## src/rtl/flash_cmd_pkg.sv

```systemverilog
package flash_cmd_pkg;
  localparam int ADDR_W    = 19;
  localparam int DATA_W    = 16;
  localparam int SMALL_SH  = 12;
  localparam int MAIN_SH   = 15;
  localparam int N_SMALL   = 8;
  localparam int N_MAIN    = 15;
  localparam int N_BLK     = N_SMALL + N_MAIN;
  localparam int BLK_W     = $clog2(N_BLK + 1);
  localparam int SMALL_TOP = N_SMALL << SMALL_SH;

  localparam logic [7:0] CMD_READ    = 8'hFF;
  localparam logic [7:0] CMD_IDENT   = 8'h90;
  localparam logic [7:0] CMD_STAT    = 8'h70;
  localparam logic [7:0] CMD_CLR     = 8'h50;
  localparam logic [7:0] CMD_ERASE   = 8'h20;
  localparam logic [7:0] CMD_CHIP    = 8'h30;
  localparam logic [7:0] CMD_PROG    = 8'h40;
  localparam logic [7:0] CMD_SUSP    = 8'hB0;
  localparam logic [7:0] CMD_GO      = 8'hD0;
  localparam logic [7:0] CMD_LOCK    = 8'h60;
  localparam logic [7:0] CMD_LOCK_OK = 8'h01;

  typedef enum logic [1:0] {RM_ARRAY, RM_IDENT, RM_STATUS} rd_mode_t;
  typedef enum logic [2:0] {PD_NONE, PD_ERASE, PD_CHIP, PD_PROG, PD_LOCK} pend_t;

  typedef struct packed {
    logic vpp;
    logic ers;
    logic prg;
    logic lck;
  } err_set_t;

  function automatic logic is_small(input logic [ADDR_W-1:0] a);
    return a < ADDR_W'(SMALL_TOP);
  endfunction

  function automatic logic [BLK_W-1:0] blk_idx(input logic [ADDR_W-1:0] a);
    if (is_small(a)) return BLK_W'(a >> SMALL_SH);
    return BLK_W'(N_SMALL - 1) + BLK_W'(a >> MAIN_SH);
  endfunction

  function automatic logic [ADDR_W-1:0] blk_base(input logic [ADDR_W-1:0] a);
    if (is_small(a)) return (a >> SMALL_SH) << SMALL_SH;
    return (a >> MAIN_SH) << MAIN_SH;
  endfunction

  function automatic logic [ADDR_W-1:0] blk_last(input logic [ADDR_W-1:0] a);
    if (is_small(a)) return blk_base(a) | ADDR_W'((1 << SMALL_SH) - 1);
    return blk_base(a) | ADDR_W'((1 << MAIN_SH) - 1);
  endfunction
endpackage

```

## src/rtl/flash_cmd_dec.sv

```systemverilog
module flash_cmd_dec
  import flash_cmd_pkg::*;
(
  input  logic       clk,
  input  logic       rst_n,
  input  logic       cmd_vld,
  input  logic [7:0] cmd_op,
  input  logic       busy,
  input  logic       esusp,
  input  logic       psusp,
  input  err_set_t   wsm_err,
  output rd_mode_t   mode_q,
  output logic       go_prog,
  output logic       go_erase,
  output logic       go_chip,
  output logic       go_lock,
  output logic       go_susp,
  output logic       go_resume,
  output err_set_t   err_q
);
  pend_t    pend_q, pend_n;
  rd_mode_t mode_n;
  logic     seq_err, clr;
  logic     in_susp;

  assign in_susp = esusp || psusp;

  always_comb begin
    go_prog = 1'b0; go_erase = 1'b0; go_chip = 1'b0; go_lock = 1'b0;
    go_susp = 1'b0; go_resume = 1'b0; seq_err = 1'b0; clr = 1'b0;
    pend_n = pend_q;
    mode_n = mode_q;
    if (cmd_vld && busy) begin
      if (cmd_op == CMD_SUSP) begin
        go_susp = 1'b1;
        mode_n  = RM_STATUS;
      end
    end else if (cmd_vld && pend_q != PD_NONE) begin
      pend_n = PD_NONE;
      mode_n = RM_STATUS;
      case (pend_q)
        PD_PROG:  go_prog = 1'b1;
        PD_ERASE: if (cmd_op == CMD_GO) go_erase = 1'b1; else seq_err = 1'b1;
        PD_CHIP:  if (cmd_op == CMD_GO) go_chip = 1'b1; else seq_err = 1'b1;
        PD_LOCK:  if (cmd_op == CMD_LOCK_OK) go_lock = 1'b1; else seq_err = 1'b1;
        default:  ;
      endcase
    end else if (cmd_vld) begin
      case (cmd_op)
        CMD_READ:  mode_n = RM_ARRAY;
        CMD_IDENT: mode_n = RM_IDENT;
        CMD_STAT:  mode_n = RM_STATUS;
        CMD_CLR:   clr = 1'b1;
        CMD_PROG:  if (!psusp) begin pend_n = PD_PROG; mode_n = RM_STATUS; end
        CMD_ERASE: if (!in_susp) begin pend_n = PD_ERASE; mode_n = RM_STATUS; end
        CMD_CHIP:  if (!in_susp) begin pend_n = PD_CHIP; mode_n = RM_STATUS; end
        CMD_LOCK:  if (!in_susp) begin pend_n = PD_LOCK; mode_n = RM_STATUS; end
        CMD_GO:    if (in_susp) begin go_resume = 1'b1; mode_n = RM_STATUS; end
        default:   ;
      endcase
    end
  end

  always_ff @(posedge clk) begin
    if (!rst_n) begin
      mode_q <= RM_ARRAY;
      pend_q <= PD_NONE;
      err_q  <= '0;
    end else begin
      mode_q <= mode_n;
      pend_q <= pend_n;
      if (clr) begin
        err_q <= '0;
      end else begin
        err_q.vpp <= err_q.vpp | wsm_err.vpp;
        err_q.ers <= err_q.ers | wsm_err.ers | seq_err;
        err_q.prg <= err_q.prg | wsm_err.prg | seq_err;
        err_q.lck <= err_q.lck | wsm_err.lck;
      end
    end
  end

  // an error bit only drops right after a clear command
  a_r8_err_sticky: assert property (@(posedge clk) disable iff (!rst_n)
    ($fell(err_q.prg) || $fell(err_q.ers)) |-> $past(clr));

  // a running operation freezes read mode and pending state
  a_r12_busy_ignore: assert property (@(posedge clk) disable iff (!rst_n)
    (cmd_vld && busy && cmd_op != CMD_SUSP) |=> ($stable(mode_q) && $stable(pend_q)));
endmodule

```

## src/rtl/flash_wsm.sv

```systemverilog
module flash_wsm
  import flash_cmd_pkg::*;
#(
  parameter int PROG_CYCLES = 20
) (
  input  logic              clk,
  input  logic              rst_n,
  input  logic              vpp_ok,
  input  logic [ADDR_W-1:0] op_addr,
  input  logic [DATA_W-1:0] op_data,
  input  logic              go_prog,
  input  logic              go_erase,
  input  logic              go_chip,
  input  logic              go_lock,
  input  logic              go_susp,
  input  logic              go_resume,
  output logic              busy,
  output logic              esusp,
  output logic              psusp,
  output err_set_t          err,
  output logic [N_BLK-1:0]  lock_q,
  output logic              arr_we,
  output logic [ADDR_W-1:0] arr_waddr,
  output logic [DATA_W-1:0] arr_wdata
);
  localparam int CNT_W = $clog2(PROG_CYCLES + 1);

  logic              prog_act, prog_susp, erase_act, erase_susp, e_chip;
  logic [ADDR_W-1:0] p_addr, e_cur, e_last;
  logic [DATA_W-1:0] p_data;
  logic [CNT_W-1:0]  p_cnt;
  logic [BLK_W-1:0]  e_blk, a_idx, c_idx;
  logic [ADDR_W-1:0] a_base, a_last, c_last;
  logic              prog_run, erase_run, skip_blk, p_fin, e_fin;

  assign a_idx  = blk_idx(op_addr);
  assign a_base = blk_base(op_addr);
  assign a_last = blk_last(op_addr);
  assign c_idx  = blk_idx(e_cur);
  assign c_last = blk_last(e_cur);

  assign prog_run  = prog_act && !prog_susp;
  assign erase_run = erase_act && !erase_susp && !prog_act;
  assign skip_blk  = e_chip && lock_q[c_idx];
  assign p_fin     = prog_run && p_cnt == '0;
  assign e_fin     = erase_run && (skip_blk ? (c_last == e_last) : (e_cur == e_last));
  assign busy      = prog_run || (erase_act && !erase_susp);
  assign esusp     = erase_susp;
  assign psusp     = prog_susp;

  always_comb begin
    err = '0;
    if (go_prog) begin
      if (!vpp_ok)                          begin err.vpp = 1'b1; err.prg = 1'b1; end
      else if (lock_q[a_idx])               begin err.lck = 1'b1; err.prg = 1'b1; end
      else if (erase_act && a_idx == e_blk) err.prg = 1'b1;
    end
    if (go_erase) begin
      if (!vpp_ok)            begin err.vpp = 1'b1; err.ers = 1'b1; end
      else if (lock_q[a_idx]) begin err.lck = 1'b1; err.ers = 1'b1; end
    end
    if ((go_chip || go_lock) && !vpp_ok) begin err.vpp = 1'b1; err.ers = 1'b1; end
  end

  always_comb begin
    arr_we    = 1'b0;
    arr_waddr = p_addr;
    arr_wdata = p_data;
    if (p_fin) begin
      arr_we = 1'b1;
    end else if (erase_run && !skip_blk) begin
      arr_we    = 1'b1;
      arr_waddr = e_cur;
      arr_wdata = '1;
    end
  end

  always_ff @(posedge clk) begin
    if (!rst_n) begin
      prog_act <= 1'b0; prog_susp <= 1'b0; erase_act <= 1'b0; erase_susp <= 1'b0;
      e_chip <= 1'b0; p_addr <= '0; p_data <= '0; p_cnt <= '0;
      e_cur <= '0; e_last <= '0; e_blk <= '0; lock_q <= '0;
    end else begin
      if (go_prog && err == '0) begin
        prog_act <= 1'b1;
        p_addr   <= op_addr;
        p_data   <= op_data;
        p_cnt    <= CNT_W'(PROG_CYCLES - 1);
      end else if (prog_run) begin
        if (p_fin) prog_act <= 1'b0;
        else       p_cnt    <= p_cnt - 1'b1;
      end

      if (go_erase && err == '0) begin
        erase_act <= 1'b1; e_chip <= 1'b0;
        e_cur <= a_base; e_last <= a_last; e_blk <= a_idx;
      end else if (go_chip && err == '0) begin
        erase_act <= 1'b1; e_chip <= 1'b1;
        e_cur <= '0; e_last <= '1; e_blk <= BLK_W'(N_BLK);
      end else if (erase_run) begin
        if (e_fin)         erase_act <= 1'b0;
        else if (skip_blk) e_cur     <= c_last + 1'b1;
        else               e_cur     <= e_cur + 1'b1;
      end

      if (go_lock && err == '0) lock_q[a_idx] <= 1'b1;

      if (go_susp) begin
        if (prog_run && !erase_act && !p_fin) prog_susp  <= 1'b1;
        else if (erase_run && !e_fin)         erase_susp <= 1'b1;
      end
      if (go_resume) begin
        if (prog_susp)                    prog_susp  <= 1'b0;
        else if (erase_susp && !prog_act) erase_susp <= 1'b0;
      end
    end
  end

  // a suspended erase leaves the array alone
  a_r10_no_write_esusp: assert property (@(posedge clk) disable iff (!rst_n)
    (erase_susp && !prog_act) |-> !arr_we);

  // a suspended program leaves the array alone
  a_r11_no_write_psusp: assert property (@(posedge clk) disable iff (!rst_n)
    prog_susp |-> !arr_we);

  // never two suspensions at once
  a_r11_single_susp: assert property (@(posedge clk) disable iff (!rst_n)
    !(prog_susp && erase_susp));

  // lock bits are never cleared
  a_r9_lock_keep: assert property (@(posedge clk) disable iff (!rst_n)
    1'b1 |=> ((lock_q & $past(lock_q)) == $past(lock_q)));

  // block erase writes stay inside the target block
  a_r5_erase_in_block: assert property (@(posedge clk) disable iff (!rst_n)
    (arr_we && erase_run && !e_chip) |-> (c_idx == e_blk));

  // no program is started with the supply low
  a_r7_vpp_block: assert property (@(posedge clk) disable iff (!rst_n)
    (go_prog && !vpp_ok && !prog_act) |=> !prog_act);
endmodule

```

## src/rtl/flash_rd_sel.sv

```systemverilog
module flash_rd_sel
  import flash_cmd_pkg::*;
#(
  parameter logic [DATA_W-1:0] MFR_CODE = 16'h00A5,
  parameter logic [DATA_W-1:0] DEV_CODE = 16'h0C7E
) (
  input  rd_mode_t          mode,
  input  logic [ADDR_W-1:0] rd_addr,
  input  logic [DATA_W-1:0] arr_rdata,
  input  logic              busy,
  input  logic              esusp,
  input  logic              psusp,
  input  err_set_t          errs,
  input  logic [N_BLK-1:0]  lock_q,
  output logic [DATA_W-1:0] rd_data
);
  logic [7:0] sr;

  assign sr = {!busy, esusp, errs.ers, errs.prg, errs.vpp, psusp, errs.lck, 1'b0};

  always_comb begin
    rd_data = arr_rdata;
    case (mode)
      RM_STATUS: rd_data = DATA_W'(sr);
      RM_IDENT: begin
        case (rd_addr[1:0])
          2'd0:    rd_data = MFR_CODE;
          2'd1:    rd_data = DEV_CODE;
          2'd2:    rd_data = DATA_W'(lock_q[blk_idx(rd_addr)]);
          default: rd_data = '0;
        endcase
      end
      default: rd_data = arr_rdata;
    endcase
  end
endmodule

```

## src/rtl/flash_cmd_ctrl.sv

```systemverilog
module flash_cmd_ctrl
  import flash_cmd_pkg::*;
#(
  parameter int                PROG_CYCLES = 20,
  parameter logic [DATA_W-1:0] MFR_CODE    = 16'h00A5,
  parameter logic [DATA_W-1:0] DEV_CODE    = 16'h0C7E
) (
  input  logic              clk,
  input  logic              rst_n,
  input  logic              vpp_ok,
  input  logic              wr_valid,
  output logic              wr_ready,
  input  logic [ADDR_W-1:0] wr_addr,
  input  logic [DATA_W-1:0] wr_data,
  input  logic [ADDR_W-1:0] rd_addr,
  output logic [DATA_W-1:0] rd_data,
  output logic [ADDR_W-1:0] arr_raddr,
  input  logic [DATA_W-1:0] arr_rdata,
  output logic              arr_we,
  output logic [ADDR_W-1:0] arr_waddr,
  output logic [DATA_W-1:0] arr_wdata
);
  logic              lat_vld;
  logic [ADDR_W-1:0] lat_addr;
  logic [DATA_W-1:0] lat_data;
  rd_mode_t          mode;
  err_set_t          wsm_err, err_q;
  logic              busy, esusp, psusp;
  logic              go_prog, go_erase, go_chip, go_lock, go_susp, go_resume;
  logic [N_BLK-1:0]  lock_q;

  assign wr_ready  = 1'b1;
  assign arr_raddr = rd_addr;

  always_ff @(posedge clk) begin
    if (!rst_n) begin
      lat_vld  <= 1'b0;
      lat_addr <= '0;
      lat_data <= '0;
    end else begin
      lat_vld <= wr_valid;
      if (wr_valid) begin
        lat_addr <= wr_addr;
        lat_data <= wr_data;
      end
    end
  end

  flash_cmd_dec u_dec (
    .clk(clk), .rst_n(rst_n), .cmd_vld(lat_vld), .cmd_op(lat_data[7:0]),
    .busy(busy), .esusp(esusp), .psusp(psusp), .wsm_err(wsm_err),
    .mode_q(mode), .go_prog(go_prog), .go_erase(go_erase), .go_chip(go_chip),
    .go_lock(go_lock), .go_susp(go_susp), .go_resume(go_resume), .err_q(err_q)
  );

  flash_wsm #(.PROG_CYCLES(PROG_CYCLES)) u_wsm (
    .clk(clk), .rst_n(rst_n), .vpp_ok(vpp_ok), .op_addr(lat_addr), .op_data(lat_data),
    .go_prog(go_prog), .go_erase(go_erase), .go_chip(go_chip), .go_lock(go_lock),
    .go_susp(go_susp), .go_resume(go_resume), .busy(busy), .esusp(esusp),
    .psusp(psusp), .err(wsm_err), .lock_q(lock_q), .arr_we(arr_we),
    .arr_waddr(arr_waddr), .arr_wdata(arr_wdata)
  );

  flash_rd_sel #(.MFR_CODE(MFR_CODE), .DEV_CODE(DEV_CODE)) u_rd (
    .mode(mode), .rd_addr(rd_addr), .arr_rdata(arr_rdata), .busy(busy),
    .esusp(esusp), .psusp(psusp), .errs(err_q), .lock_q(lock_q), .rd_data(rd_data)
  );

  // the write port never stalls
  a_r13_ready: assert property (@(posedge clk) disable iff (!rst_n) wr_ready);

  // leaving reset puts reads in array mode
  a_r1_reset_mode: assert property (@(posedge clk) !rst_n |=> (mode == RM_ARRAY));
endmodule

```

## config.mk

```make
export PLATFORM = sky130hd
export DESIGN_NAME = flash_cmd_ctrl
export DESIGN_NICKNAME = d
export VERILOG_FILES = /design/src/rtl/flash_cmd_pkg.sv /design/src/rtl/flash_cmd_dec.sv /design/src/rtl/flash_wsm.sv /design/src/rtl/flash_rd_sel.sv /design/src/rtl/flash_cmd_ctrl.sv
export SDC_FILE = /design/constraint.sdc
export NUM_CORES = 1
export LEC_CHECK = 0
export CORE_UTILIZATION = 45
export CTS_BUF_LIST = sky130_fd_sc_hd__clkbuf_2 sky130_fd_sc_hd__clkbuf_4 sky130_fd_sc_hd__clkbuf_8
export CTS_CLUSTER_SIZE = 28
export DETAILED_ROUTE_END_ITERATION = 16
export GPL_ROUTABILITY_DRIVEN = 0
export PLACE_DENSITY = 0.8
export SLEW_MARGIN = 20
export SYNTH_ARGS = -nofsm -noshare
export SYNTH_HDL_FRONTEND = slang
export SYNTH_HIERARCHICAL = 1
export SYNTH_SLANG_ARGS = --single-unit
```

## constraint.sdc

```tcl
create_clock -name clk -period 4.7 [get_ports clk]
set_input_delay 0.47 -clock clk [delete_from_list [all_inputs] [get_ports clk]]
set_output_delay 0.47 -clock clk [all_outputs]
set_load 0.05 [all_outputs]
```

# After elaboration in Yosys (flattened, before gate mapping)
# Cells that the tools add are included.
[totals]
reg_bits = 156
latch_bits = 0
ramBits = 0
romBits = 0
input_bits = 74
out_inout_bits = 72
word_cells = 268
memories = 0
[op_classes]
add_sub_neg = 6
mul = 0
div_mod_pow = 0
n_lt_le_gt_ge = 7
eq_ne = 32
shifts = 0
mux = 134
n_bitwise = 10
reduce_logical = 57
[ops]
columns = ["op", "n"]
rows = [
  ["two-way mux 19 bit", 18],
  ["two-way mux 1 bit", 74],
  ["two-way mux 5 bit", 13],
  ["less-than comparator 19 x 16 -> 1 bit (second input constant)", 3],
  ["adder 19 x 1 -> 19 bit (second input constant)", 2],
  ["equality test 19 bit", 2],
  ["case mux 12 bit (3 select lines)", 1],
  ["equality test 8 x 7 -> 1 bit (second input constant)", 4],
  ["equality test 8 bit (second input constant)", 4],
  ["two-way mux 16 bit", 2],
  ["case mux 16 bit (2 select lines)", 1],
  ["two-way mux 15 bit", 2],
  ["bitwise OR 23 bit", 1],
  ["logical AND 1 bit", 20],
  ["two-way mux 2 bit", 10],
  ["less-than comparator 5 x 6 -> 1 bit (second input constant)", 3],
  ["two-way mux 3 bit", 6],
  ["equality test 8 x 6 -> 1 bit (second input constant)", 2],
  ["adder 3 x 4 -> 5 bit (first input constant)", 3],
  ["binary-select mux 1 bit (select 5 bit)", 3],
  ["!= test 3 bit (second input constant)", 5],
  ["case mux 2 bit (6 select lines)", 1],
  ["case mux 3 bit (4 select lines)", 1],
  ["nonzero test 3 bit", 4],
  ["other kinds (29)", 61],
]

# Logic depth before layout (Yosys ltp)
[depth]
depth_word = 16
depth_mapped = 20
ltp_nobuf = 15

# Cells and area by module
# Netlist, hierarchy kept.
[by_module_without_submodules]
columns = ["module", "instances", "cells_each", "area_per_inst_um2", "seq_area_each_um2"]
rows = [
  ["flash_wsm", 1, 756, 6108.4, 2001.9],
  ["flash_cmd_ctrl", 1, 135, 1532.7, 720.7],
  ["flash_rd_sel", 1, 131, 902.1, 0.0],
  ["flash_cmd_dec", 1, 103, 714.4, 180.2],
]

# Least setup slack after synthesis
# Ideal clock, no wire load.
[synth_path]
path_type = "register to output"
start = "register u_wsm.e_cur[15]"
end = "output arr_waddr[11]"
t_arrival_ns = 4.087
required_time_ns = 4.230
setup_slack_ns = 0.143
stages_incl_launch_ff = 15
n_path_buf = 5
path_cell_list = "dfxtp_1 buf_2 buf_2 inv_1 ha_1 or3b_1 buf_4 mux2i_2 a221o_1 a31o_2 nand2b_1 clkbuf_1 nand2_1 clkbuf_1 o21ai_0"
[synth_via]
elab_chain_cells = 10
elab_cells_between_ends = 12
classes_between = "add/sub (1); order compare (1); mux (7); reduce/logical (3)"
[synth_lines]
columns = ["item", "line_no", "rtl"]
rows = [
  ["from (decl)", "flash_wsm.sv:29", "logic [ADDR_W-1:0] p_addr, e_cur, e_last;"],
  ["from (signal assigned)", "flash_wsm.sv:96", "e_cur <= a_base; e_last <= a_last; e_blk <= a_idx;"],
  ["from (signal assigned)", "flash_wsm.sv:102", "else if (skip_blk) e_cur <= c_last + 1'b1;"],
  ["from (signal assigned)", "flash_wsm.sv:103", "else e_cur <= e_cur + 1'b1;"],
  ["less-than comparator 19 x 16 -> 1 bit", "flash_cmd_pkg.sv:35", "return a < ADDR_W'(SMALL_TOP);"],
  ["two-way mux 1 bit", "flash_cmd_pkg.sv:39", "if (is_small(a)) return BLK_W'(a >> SMALL_SH);"],
  ["two-way mux 5 bit (*)", "flash_cmd_pkg.sv:40", "return BLK_W'(N_SMALL - 1) + BLK_W'(a >> MAIN_SH);"],
  ["binary-select mux 1 bit (select 5 bit) (*)", "flash_wsm.sv:44", "assign skip_blk = e_chip && lock_q[c_idx];"],
  ["two-way mux 1 bit (not written as such) (*)", "flash_wsm.sv:44", ""],
  ["logical AND 1 bit (*)", "flash_wsm.sv:44", ""],
  ["logical NOT 1 bit (*)", "flash_wsm.sv:71", "end else if (erase_run && !skip_blk) begin"],
  ["logical AND 1 bit (*)", "flash_wsm.sv:71", ""],
  ["two-way mux 19 bit (*)", "flash_wsm.sv:71", ""],
  ["two-way mux 19 bit (*)", "flash_wsm.sv:69", "if (p_fin) begin"],
  ["to (decl)", "flash_cmd_ctrl.sv:20", "output logic [ADDR_W-1:0] arr_waddr,"],
]
# Mark *: on every way between the ends. The rest lies on a longest branch, timed or not. The select of a mux whose other input is x is not followed.

# Worst setup path in the final report
[layout_path]
start = "register u_wsm.e_cur[15]"
end = "output arr_waddr[15]"
[layout_via]
elab_chain_cells = 10
elab_cells_between_ends = 12
classes_between = "add/sub (1); order compare (1); mux (7); reduce/logical (3)"
[layout_lines]
columns = ["item", "line_no"]
rows = [
  ["less-than comparator 19 x 16 -> 1 bit", "flash_cmd_pkg.sv:35"],
  ["two-way mux 1 bit", "flash_cmd_pkg.sv:39"],
  ["two-way mux 5 bit", "flash_cmd_pkg.sv:40"],
  ["binary-select mux 1 bit (select 5 bit)", "flash_wsm.sv:44"],
  ["two-way mux 1 bit (not written as such)", "flash_wsm.sv:44"],
  ["logical AND 1 bit", "flash_wsm.sv:44"],
  ["logical NOT 1 bit", "flash_wsm.sv:71"],
  ["logical AND 1 bit", "flash_wsm.sv:71"],
  ["two-way mux 19 bit (*)", "flash_wsm.sv:71"],
  ["two-way mux 19 bit (*)", "flash_wsm.sv:69"],
]
# Marks and branches as above.

==> metrics.txt <==
outcome=finished clean; worst skew pair latency=around 0.46 ns; Worst path slowest cell=or3b_1; R2R setup slack=~0.21 ns; CP Data Required Time=roughly 4.2 ns; syn nets=1,207; die width=around 150 um; Slew Limit Fails=0; FP Rows=between 50 and 60; WP depth=13; Leakage=slightly above 4 nW; adder-cell area share of the yosys netlist=under 10%; Compound-Gate Fraction of Synth Area=between 20% and 30%; Max-Slew Margin vs Limit=around a quarter; HPWL after DPL=around 18 mm; Simple-Gate Fraction of Synth Area=between 20 and 25%; sequential power share=47.6%; number of diodes=0; reg2reg end=u_wsm/e_cur[17]; clock transition at the registers of the reported paths=~0.09 ns; Nets=around 1,300; Async S/R FF share, synth=0%; combinational family with the most area after synthesis=simple AND/OR/NAND/NOR gates; Synth Flop Type=dfxtp_1; reg2reg start=lat_addr[16]; final setup violation count=0; root buffer selected by CTS=clkbuf_8; Synthesis Warnings=6; cts hold-fix bufs=0; Max Clk Rate=around 220 MHz; register area share after synthesis=between 30% and 40%; VDD IR max=~140 uV; non-filler cells, final=~1,500; Max Cap Viol=0; top post-synthesis cells by area=dfxtp_1 (31%), mux2i_1 (7.6%), nand2_1 (5.8%), a21oi_1 (3.8%), nor2_1 (3.6%); CP max stage delay=0.48 ns; Avg Cell Area, Syn=8.23 um2; Final period util=95.6%; vias=8,930; post-route setup slack=0.208 ns; Clock Power Share=37.3%; share of post-route cells with drive strength above 1=between 10% and 20%; Worst setup EP type=output pin; Post-synth EDFFs=0; CP Max Fanout=25; drt drc=0; worst slew pin tran=roughly 1.1 ns; Synth Register Bits=145; type of origin of the critical path=flip-flop; Min-Delay Path Depth=3; critical hold path startpoint=rst_n; synth unique cells=99; initial drt markers=just under 1,000; NetSw=about 0.83 mW; Final min period=around 4.5 ns; total grt overflow=0; io pins=roughly 150; internal cell power=approximately 1.9 mW; clk sinks=roughly 150; Crit path top cell by count=buf_4; WP data arrival=about 4 ns; HP Class=in2reg; area leader, netlist=dfxtp_1; Vias/cell=6.00; worst-case clock buffer depth=2; GRT Util Overall=about a quarter; Post-Synth XOR/XNOR Area=under 10%; CTS H-tree depth=4; switching portion of total power=roughly 30%; Synth top area share=31.4%; pin count of the biggest net entering global routing=74; Initial DRT Pass Iterations=5; Tot Pwr=about 2.7 mW; routed wire length=around 26 mm; PortBufs=124; initial antenna violation count=0; P per Cell Area=243 nW/um2; CTS buffer count=17; WHS=roughly 0.37 ns; Placed Cells=about 1,500; die area=between 20,000 and 25,000 um2; R2R depth=12; Post-Place Setup Slack=0.239 ns; core area=between 20,000 and 25,000 um2; Logic pwr share=between 10% and 20%; synth-to-layout area growth=20.0%; CP Cell Sequence=inv_1 -> ha_1 -> or3b_1 -> buf_4 -> a211oi_1 -> a211oi_1 -> o311ai_4 -> nand2b_2 -> buf_4 -> nand2_1 -> buf_4 -> o21ai_0 -> buf_12; WL/cell=approximately 18 um; CP delay by family, top=compound AO/OA/AOI/OAI gates; vias in the first global route=about 8,300; Die Ht=between 100 and 150 um; first-pass GRT wire length=approximately 43 mm; clock skew=around 0.013 ns; Hold Path Sink=u_wsm/e_last[11]; Final Hold Vio Count=0; Final ANT Viol Nets=0; Post-Syn Area=9260 um2; CTS tree=built; unrepaired setup endpoints after global routing=true; Initial Util=45.9%; Crit path buffers/inverters=5; mux cell area share after synthesis=12.5%; WS Path Type=reg2out; Mapped Cells=1,125
## synth_stat cells (4+ instances only)
cell,n
o22ai_1,10
a41oi_1,4
a211oi_1,12
o21ai_0,52
buf_6,5
buf_2,15
and3_1,7
nor2_1,89
nand2_1,143
and2_1,14
inv_1,32
mux4_2,8
a21boi_0,6
a22oi_1,4
dfxtp_1,145
nor3b_1,4
xnor2_1,13
nor2b_1,49
a21oi_1,71
nor4_1,10
o21a_1,23
a221o_1,5
mux2i_1,70
ha_1,8
nand3_1,22
buf_4,23
nand2b_1,37
nor4b_1,6
o31a_1,4
o211ai_1,15
nand4_1,14
nor3_1,18
o31ai_1,5
o221a_2,5
a31oi_1,9
o211a_1,4
or4_1,4
clkbuf_1,43
mux2_2,17
## layer usage
layer / vias up / global-route usage [%] / part of all wire [%]
li1: 4201 / - / -
met1: 4221 / 31.2 / 42
met2: 426 / 40.6 / 48
met3: 82 / 4.95 / 7.2
met4: 0 / 11.7 / 3.0
met5: - / 0 / 0
## state kept, by name (all words and copies together), names as in the netlist
| register | count |
|---|---|
| u_wsm/lock_q | 23 |
| lat_addr | 19 |
| u_wsm/e_cur | 19 |
| u_wsm/p_addr | 19 |
| lat_data | 16 |
| u_wsm/p_data | 16 |
| u_wsm/e_last | 8 |
| u_wsm/e_blk | 5 |
| u_wsm/p_cnt | 5 |
| u_dec/err_q | 4 |
| u_dec/pend_q | 3 |
| u_dec/mode_q | 2 |
| lat_vld | 1 |
| u_wsm/e_chip | 1 |
| u_wsm/erase_act | 1 |
| u_wsm/esusp | 1 |
| u_wsm/prog_act | 1 |
| u_wsm/psusp | 1 |
## worst max path at each step
stage | startpoint | to | slack (ns)
6_report | u_wsm/e_cur[15] | arr_waddr[15] | 0.21
5_1_grt | u_wsm/e_cur[15] | arr_waddr[15] | -0.02
4_1_cts | u_wsm/e_cur[15] | arr_waddr[16] | 0.14
3_5_place_dp | lat_addr[16] | u_wsm/e_cur[0] | 0.24
3_3_place_gp | lat_addr[16] | u_wsm/e_cur[0] | 0.33
2_1_floorplan | u_wsm/e_cur[15] | arr_waddr[11] | 0.14
## power by group through the flow
stage | clock (mW) | combinational (mW) | sequential, mW
after CTS | 1.01 | 0.399 | 1.28
after detailed placement | 0 | 0.397 | 1.31
after global placement | 0 | 0.392 | 1.31
after global routing | 1.07 | 0.431 | 1.29
final | 1.01 | 0.407 | 1.28
after floorplan | 0 | 0.307 | 1.29
## cell families after synthesis
logic type / after synthesis
AO/OA/AOI/OAI: 285
multiplexers: 99
adder cells (fa/ha/maj): 8
XOR/XNOR: 14
buffers and inverters: 126
AND/OR/NAND/NOR: 447
flip-flops: 145
other: 1
## per-stage QoR
step / TNS, ns / util (%) / instance area (um2)
after floorplan: 0 / - / 9260
after global placement: 0 / 53.1 / 10700
after detailed placement: 0 / 53.1 / 10700
after CTS: 0 / 55.1 / 11100
after global routing: -0.0580 / 55.1 / 11100
final: 0 / 55.1 / 11100
## placed cells by master (no fill, tap or decap), drive strengths merged, types with 19 or more instances in the layout
master	instances
a21oi	74
nor3	19
dfxtp	145
clkdlybuf4s50	85
mux2i	72
nor2b	49
inv	41
nand2b	38
o21a	23
nand2	143
nand3	22
nor2	90
o21ai	55
buf	68
## tightest hold or removal path: stages
cell and delay [ns]:
buf_2 0.11, clkinv_1 0.14, nor2_1 0.07
## cell type report
| type | instances | area (um2) |
|---|---|---|
| Timing Repair Buffer | 153 | 1640 |
| Fill cell | 1812 | 9060 |
| Clock inverter | 15 | 163 |
| Tap cell | 270 | 338 |
| Multi-Input combinational cell | 854 | 5700 |
| Sequential cell | 145 | 2900 |
| Clock buffer | 17 | 234 |
| Inverter | 34 | 128 |
## what timing repair did
action                     4_1_cts  5_1_grt
setup buffers                    0        0
setup endpoints to repair        0       32
resized for setup                0        3
Note: power is estimated with default switching activity, not from simulation.
